===== src/rtl/acc_scale_bank_pkg.sv =====
package acc_scale_bank_pkg;
  localparam int ACC_W = 32;
  localparam int NAR_W = 8;

  typedef enum logic [1:0] {
    ACT_NONE  = 2'd0,
    ACT_RELU  = 2'd1,
    ACT_RELU6 = 2'd2,
    ACT_RSVD  = 2'd3
  } act_e;

  // sign-extend an 8-bit element to the accumulator width
  function automatic logic [ACC_W-1:0] widen8(input logic [NAR_W-1:0] b);
    return {{(ACC_W-NAR_W){b[NAR_W-1]}}, b};
  endfunction

  // arithmetic right shift with round-half-up, kept one bit wider
  function automatic logic signed [ACC_W:0] shift_round(input logic [ACC_W-1:0] x,
                                                       input logic [4:0] s);
    logic signed [ACC_W:0] ext;
    logic signed [ACC_W:0] bias;
    ext  = $signed({x[ACC_W-1], x});
    bias = '0;
    if (s != 5'd0) bias[s - 5'd1] = 1'b1;
    return (ext + bias) >>> s;
  endfunction

  // activation followed by saturation to signed 8 bits
  function automatic logic [NAR_W-1:0] act_sat(input logic signed [ACC_W:0] y,
                                               input act_e a,
                                               input logic [NAR_W-1:0] ceil_v);
    logic signed [ACC_W:0] t;
    logic signed [ACC_W:0] c;
    t = y;
    c = $signed({{(ACC_W+1-NAR_W){1'b0}}, ceil_v});
    if ((a == ACT_RELU || a == ACT_RELU6) && t < 0) t = '0;
    if (a == ACT_RELU6 && t > c) t = c;
    if (t > 33'sd127) return 8'h7f;
    if (t < -33'sd128) return 8'h80;
    return t[NAR_W-1:0];
  endfunction
endpackage


===== src/rtl/acc_row_mem.sv =====
module acc_row_mem #(
  parameter int DIM = 4,
  parameter int AW  = 4
) (
  input  logic              clk,
  input  logic [AW-1:0]     fetch_addr,
  output logic [DIM*32-1:0] fetch_row,
  input  logic [AW-1:0]     look_addr,
  output logic [DIM*32-1:0] look_row,
  input  logic              we,
  input  logic [AW-1:0]     waddr,
  input  logic [DIM*32-1:0] wrow
);
  localparam int DEPTH = 1 << AW;
  logic [DIM*32-1:0] rows [DEPTH];

  assign fetch_row = rows[fetch_addr];
  assign look_row  = rows[look_addr];

  always_ff @(posedge clk) begin
    if (we) rows[waddr] <= wrow;
  end
endmodule


===== src/rtl/acc_write_pipe.sv =====
module acc_write_pipe
  import acc_scale_bank_pkg::*;
#(
  parameter int DIM = 4,
  parameter int AW  = 4
) (
  input  logic              clk,
  input  logic              rst_n,
  input  logic              wr_valid,
  input  logic [AW-1:0]     wr_addr,
  input  logic              wr_accum,
  input  logic              wr_narrow,
  input  logic [DIM*32-1:0] wr_row,
  output logic [AW-1:0]     fetch_addr,
  input  logic [DIM*32-1:0] fetch_row,
  output logic              wb_fire,
  output logic [AW-1:0]     wb_addr,
  output logic [DIM*32-1:0] wb_row,
  output logic              byp_hit
);
  localparam int RW = DIM * ACC_W;

  logic [RW-1:0] wide_in;
  logic          v1, acc1, v2, acc2;
  logic [AW-1:0] a1, a2;
  logic [RW-1:0] d1, d2, old2;

  for (genvar i = 0; i < DIM; i++) begin : g_lane
    assign wide_in[i*ACC_W +: ACC_W] = wr_narrow ? widen8(wr_row[i*NAR_W +: NAR_W])
                                                 : wr_row[i*ACC_W +: ACC_W];
    assign wb_row[i*ACC_W +: ACC_W] = acc2 ? old2[i*ACC_W +: ACC_W] + d2[i*ACC_W +: ACC_W]
                                           : d2[i*ACC_W +: ACC_W];
  end

  assign fetch_addr = a1;
  assign byp_hit    = v1 && v2 && (a1 == a2);
  assign wb_fire    = v2;
  assign wb_addr    = a2;

  always_ff @(posedge clk or negedge rst_n) begin
    if (!rst_n) begin
      v1 <= 1'b0;
      v2 <= 1'b0;
    end else begin
      v1 <= wr_valid;
      v2 <= v1;
    end
  end

  always_ff @(posedge clk) begin
    a1   <= wr_addr;
    acc1 <= wr_accum;
    d1   <= wide_in;
    a2   <= a1;
    acc2 <= acc1;
    d2   <= d1;
    old2 <= byp_hit ? wb_row : fetch_row;
  end
endmodule


===== src/rtl/acc_quant_lane.sv =====
module acc_quant_lane
  import acc_scale_bank_pkg::*;
(
  input  logic             clk,
  input  logic [ACC_W-1:0] x,
  input  logic [4:0]       sh,
  input  logic [1:0]       act,
  input  logic [NAR_W-1:0] ceil_v,
  output logic [NAR_W-1:0] y
);
  logic signed [ACC_W:0] mid;

  always_ff @(posedge clk) begin
    mid <= shift_round(x, sh);
    y   <= act_sat(mid, act_e'(act), ceil_v);
  end
endmodule


===== src/rtl/acc_scale_bank.sv =====
module acc_scale_bank
  import acc_scale_bank_pkg::*;
#(
  parameter int DIM = 4,
  parameter int AW  = 4
) (
  input  logic              clk,
  input  logic              rst_n,
  input  logic              wr_valid,
  input  logic [AW-1:0]     wr_addr,
  input  logic              wr_accum,
  input  logic              wr_narrow,
  input  logic [DIM*32-1:0] wr_row,
  input  logic              rd_valid,
  input  logic [AW-1:0]     rd_addr,
  input  logic              rd_quant,
  input  logic [4:0]        rd_shift,
  input  logic [1:0]        rd_act,
  input  logic [7:0]        relu6_max,
  output logic              raw_valid,
  output logic [DIM*32-1:0] raw_row,
  output logic              q_valid,
  output logic [DIM*8-1:0]  q_row
);
  localparam int RW = DIM * ACC_W;

  logic [AW-1:0] fetch_addr, wb_addr;
  logic [RW-1:0] fetch_row, look_row, wb_row;
  logic          wb_fire, byp_hit;

  logic          r1_v, r1_q, q2_v;
  logic [RW-1:0] r1_row;
  logic [4:0]    r1_sh;
  logic [1:0]    r1_act, act2;
  logic [7:0]    r1_ceil, ceil2;

  acc_row_mem #(.DIM(DIM), .AW(AW)) u_mem (
    .clk(clk), .fetch_addr(fetch_addr), .fetch_row(fetch_row),
    .look_addr(rd_addr), .look_row(look_row),
    .we(wb_fire), .waddr(wb_addr), .wrow(wb_row)
  );

  acc_write_pipe #(.DIM(DIM), .AW(AW)) u_wr (
    .clk(clk), .rst_n(rst_n), .wr_valid(wr_valid), .wr_addr(wr_addr),
    .wr_accum(wr_accum), .wr_narrow(wr_narrow), .wr_row(wr_row),
    .fetch_addr(fetch_addr), .fetch_row(fetch_row),
    .wb_fire(wb_fire), .wb_addr(wb_addr), .wb_row(wb_row), .byp_hit(byp_hit)
  );

  for (genvar i = 0; i < DIM; i++) begin : g_q
    acc_quant_lane u_lane (
      .clk(clk), .x(r1_row[i*ACC_W +: ACC_W]), .sh(r1_sh),
      .act(act2), .ceil_v(ceil2), .y(q_row[i*NAR_W +: NAR_W])
    );
  end

  always_ff @(posedge clk or negedge rst_n) begin
    if (!rst_n) begin
      r1_v      <= 1'b0;
      q2_v      <= 1'b0;
      raw_valid <= 1'b0;
      q_valid   <= 1'b0;
    end else begin
      r1_v      <= rd_valid;
      raw_valid <= r1_v && !r1_q;
      q2_v      <= r1_v && r1_q;
      q_valid   <= q2_v;
    end
  end

  always_ff @(posedge clk) begin
    r1_row  <= look_row;
    r1_q    <= rd_quant;
    r1_sh   <= rd_shift;
    r1_act  <= rd_act;
    r1_ceil <= relu6_max;
    raw_row <= r1_row;
    act2    <= r1_act;
    ceil2   <= r1_ceil;
  end
endmodule


===== config.mk =====
export PLATFORM = sky130hd
export DESIGN_NAME = acc_scale_bank
export DESIGN_NICKNAME = d
export VERILOG_FILES = /design/src/rtl/acc_scale_bank_pkg.sv /design/src/rtl/acc_row_mem.sv /design/src/rtl/acc_write_pipe.sv /design/src/rtl/acc_quant_lane.sv /design/src/rtl/acc_scale_bank.sv
export SDC_FILE = /design/constraint.sdc
export NUM_CORES = 2
export LEC_CHECK = 0
export BUFFER_PORTS_ARGS = -buffer_cell sky130_fd_sc_hd__buf_2
export CAP_MARGIN = 10
export CORE_ASPECT_RATIO = 0.75
export CORE_MARGIN = 3
export CORE_UTILIZATION = 55
export CTS_CLUSTER_SIZE = 25
export DETAILED_ROUTE_END_ITERATION = 10
export PLACE_DENSITY = 0.76
export SETUP_SLACK_MARGIN = 0.2
export SYNTH_ARGS = -nofsm -noshare
export SYNTH_HDL_FRONTEND = slang
export SYNTH_SLANG_ARGS = --single-unit

===== constraint.sdc =====
create_clock -name clk -period 10 [get_ports clk]
set_input_delay 1 -clock clk [delete_from_list [all_inputs] [get_ports clk]]
set_output_delay 1 -clock clk [all_outputs]
set_load 0.03 [all_outputs]

==> flow_metrics.env <==
export IMPL_status="finished clean"
export IMPL_synth_top_area_share_pct=44.9
export IMPL_vias=88200
export IMPL_finalCriticalPeriod_ns=7.01
export IMPL_wirelength_um=433000
export IMPL_port_buffers=319
export IMPL_finalHoldViolCount=0
export IMPL_coreArea_mm2=0.246
export IMPL_path_clk_slew_ns=0.06
export IMPL_critPathMaxStageDelay_ns=1.01
export IMPL_wl_met1_um=163000
export IMPL_clock_fmax_mhz=143
export IMPL_worst_hold_slack_ns=0.221
export IMPL_hp_class="input pin to flip-flop"
export IMPL_synthesis_instances=8712
export IMPL_synth_edf_count=2048
export IMPL_cts_resized=0
export IMPL_via_per_inst=7.09
export IMPL_fp_dieH_um=438
export IMPL_netlist_area_mm2=0.137
export IMPL_crit_chain="buf_4 > inv_1 > buf_4 > nor2_2 > nand2_1 > nor2_1 > ha_1 > a21oi_1 > o221ai_1 > o21ai_0 > nand2_1 > o41ai_1 > o21ai_1 > xor2_2 > buf_4 > o21ai_0 > a21oi_2 > mux2i_1 > a221oi_1"
export IMPL_cts_tree="done"
export IMPL_fp_dieW_um=582
export IMPL_area_growth_pct=10.7
export IMPL_dpl_hpwl_um=270000
export IMPL_path_class="flip-flop to flip-flop"
export IMPL_antenna_found_initial=41
export IMPL_synth_area_top_cells="edfxtp_1 45%, mux4_2 21%, dfxtp_1 12%"
export IMPL_htreeDepth=5
export IMPL_gr_total_overflow=0
export IMPL_fin_crit_sh_pct=70.1
export IMPL_grt_pass1_wl_um=623000
export IMPL_endpoint_kind="flip-flop"
export IMPL_setup_viol=0
export IMPL_start_util_pct=55.7
export IMPL_wl_per_cell_um=34.8
export IMPL_grt_usage_pct=33.6
export IMPL_drtAntennaViolNets=0
export IMPL_cp_slowest_cell="nor2_1"
export IMPL_whs_path_depth=1
export IMPL_cts_sinks=2894
export IMPL_synth_cell_types=109
export IMPL_powerDensity_mw_per_mm2=199
export IMPL_cpMostUsedCell="buf_4"
export IMPL_drv_slew=0
export IMPL_row_count=157
export IMPL_ys_warn_count=0
export IMPL_top_layer="met5"
export IMPL_synth_seq_cells=2894
export IMPL_whs_endpoint="r1_ceil[7]$_DFF_P_"
export IMPL_worstSetupStartpointType="flip-flop"
export IMPL_routabilityCongestion=0.997
export IMPL_cp_data_arrival_time_ns=7.76
export IMPL_vdd_ir_drop_worst_uv=194
export IMPL_numCtsBuffers=286
export IMPL_met3_wirelength_um=53100
export IMPL_required_ns=10.74
export IMPL_r2r_start="r1_sh[3]$_DFF_P_"
export IMPL_finalClockSkew_ns=0.0468
export IMPL_regToRegSetupSlack_ns=2.99
export IMPL_synthArstFlopShare_pct=0.207
export IMPL_clock_latency_ns=0.89
export IMPL_worst_slew_pin_slew_ns=1.38
export IMPL_grt_pass1_vias=87800
export IMPL_root_buffer="clkbuf_16"
export IMPL_grt_max_degree=138
export IMPL_final_nets=9385
export IMPL_crit_reg2reg_capture="g_q[0].u_lane.mid[8]$_DFF_P_"
export IMPL_p_leak_nw=53.3
export IMPL_hold_start="relu6_max[7]"
export IMPL_slew_headroom_pct=7.97
export IMPL_wl_met2_um=193000
export IMPL_yosysTopAreaCell="edfxtp_1"
export IMPL_maxCapViolCount=0
export IMPL_fin_setup_tns_ns=0
export IMPL_synth_flop_cell="edfxtp_1"
export IMPL_num_io_pins=320
export IMPL_syn_area_per_cell_um2=15.7
export IMPL_drtIter0Drc=12400
export IMPL_reg2reg_depth=19
export IMPL_post_route_drc_count=0
export IMPL_firstDrtPassIters=8
export IMPL_yosysSeqAreaShare_pct=57.3
export IMPL_die_area_mm2=0.255
export IMPL_fin_util_pct=61.7
export IMPL_crit_path_max_fanout=40
export IMPL_cts_path_max_buffers=4
export IMPL_rsz0062_at_grt="no"
export IMPL_post_route_cells_drive_above_1_share_pct=28.0
## Yosys cell counts (all sizes together) (15+ instances only)
master  instances
nor2b          47
a221o          18
o31ai          21
or3            21
xor2           77
nand2         482
nand2b         41
clkbuf        400
and3           43
nand4          70
inv           206
o22ai          30
a221oi         21
a21oi         341
a31oi          58
o211ai         48
dfxtp         840
a22oi          16
o21bai         37
o21a           60
a211o          24
mux4         1298
buf           153
mux2          244
ha            285
a21o          150
o21ai         354
and2           70
nand3          83
mux2i         174
nor4           38
nor2          323
nand3b         15
edfxtp       2048
nor3           80
o221ai         26
a211oi         88
xnor2         141
## worst max-delay path, delay by kind of cell, from the launching register on
family | cells | cell delay [ns]
fa+ha+maj | 1 | 0.49
flops | 1 | 0.60
buf+inv | 4 | 1.18
compound gates | 8 | 2.70
xor+xnor | 1 | 0.16
mux | 1 | 0.18
simple gates | 4 | 1.50
## routing by layer
layer	up-vias	GRT usage (%)
met5	-	0
met4	28	16.4
li1	35700	-
met2	6281	49.5
met3	1036	8.49
met1	45200	47.2
## repair_timing
item	CTS	global route
hold buffers	1	0
setup buffers	0	0
endpoints found under the hold margin	6	0
## where the power goes
group          switching, mW  internal (mW)
registers              0.554           14.0
logic                   3.08           1.84
clock network           4.63           6.11
total                   8.27           21.9
## worst max-delay path by stage
stage | from | end | slack (ns) | depth (start not counted)
after floorplan | u_wr.wb_addr[2]$_DFF_P_ | u_mem.rows[1][0]$_DFFE_PP_ | 0.006 | 2
after global placement | r1_sh[3]$_DFF_P_ | g_q[3].u_lane.mid[17]$_DFF_P_ | 3.44 | 17
after detailed placement | r1_sh[3]$_DFF_P_ | g_q[0].u_lane.mid[10]$_DFF_P_ | 3.30 | 18
after CTS | r1_sh[0]$_DFF_P_ | g_q[3].u_lane.mid[17]$_DFF_P_ | 3.28 | 16
after global routing | r1_sh[3]$_DFF_P_ | g_q[0].u_lane.mid[8]$_DFF_P_ | 2.73 | 19
final | r1_sh[3]$_DFF_P_ | g_q[0].u_lane.mid[8]$_DFF_P_ | 2.99 | 19
## cell type report
cell class | instances | area (um2)
Antenna cell | 29 | 72.6
Clock buffer | 404 | 8330
Clock inverter | 106 | 918
Fill cell | 17300 | 94100
Inverter | 208 | 786
Multi-Input combinational cell | 5060 | 55700
Sequential cell | 2894 | 78500
Tap cell | 3259 | 4080
Timing Repair Buffer | 484 | 3220
## cells by family after synthesis
family | synth area share (%)
flops | 57.3
mux | 24.6
compound gates | 7.14
simple gates | 4.66
buf+inv | 2.12
fa+ha+maj | 2.72
xor+xnor | 1.41
other cells | 0.00274
## placed cells by master (no fill, tap or decap), drive strengths merged, types with 47 or more instances in the layout
master | Yosys | layout
a21oi | 341 | 341
nand4 | 70 | 70
nand2 | 482 | 482
mux2i | 174 | 174
mux2 | 244 | 244
a31oi | 58 | 58
o21ai | 354 | 354
clkinv | 2 | 71
o211ai | 48 | 48
buf | 153 | 482
inv | 206 | 224
xor2 | 77 | 77
a21o | 150 | 150
and2 | 70 | 70
mux4 | 1298 | 1298
nand3 | 83 | 83
nor3 | 80 | 80
ha | 285 | 285
o21a | 60 | 60
dfxtp | 840 | 840
edfxtp | 2048 | 2048
nor2 | 323 | 323
xnor2 | 141 | 141
nor2b | 47 | 47
a211oi | 88 | 88
clkbuf | 400 | 405
## registers in the layout, indices dropped and copies added, names as in the netlist, 2 cells and up
| name | count |
|---|---|
| act2 | 2 |
| ceil2 | 8 |
| g_q.u_lane.mid | 132 |
| g_q.u_lane.y | 32 |
| r1_act | 2 |
| r1_ceil | 8 |
| r1_row | 128 |
| r1_sh | 5 |
| raw_row | 128 |
| u_mem.rows | 2048 |
| u_wr.d1 | 128 |
| u_wr.d2 | 128 |
| u_wr.fetch_addr | 4 |
| u_wr.old2 | 128 |
| u_wr.wb_addr | 4 |
## through the flow
step | setup slack (ns) | total power [mW] | cell area (um2) | std cells
after floorplan | 0.00554 | 17.8 | 137000 | 8715
after global placement | 3.44 | 19.4 | 142000 | 11900
after detailed placement | 3.30 | 19.6 | 142000 | 11900
after CTS | 3.28 | 30.2 | 151000 | 12400
after global routing | 2.73 | 31.1 | 152000 | 12400
final | 2.99 | 30.2 | 152000 | 12400
No activity file was read; power rests on OpenSTA's default activity.
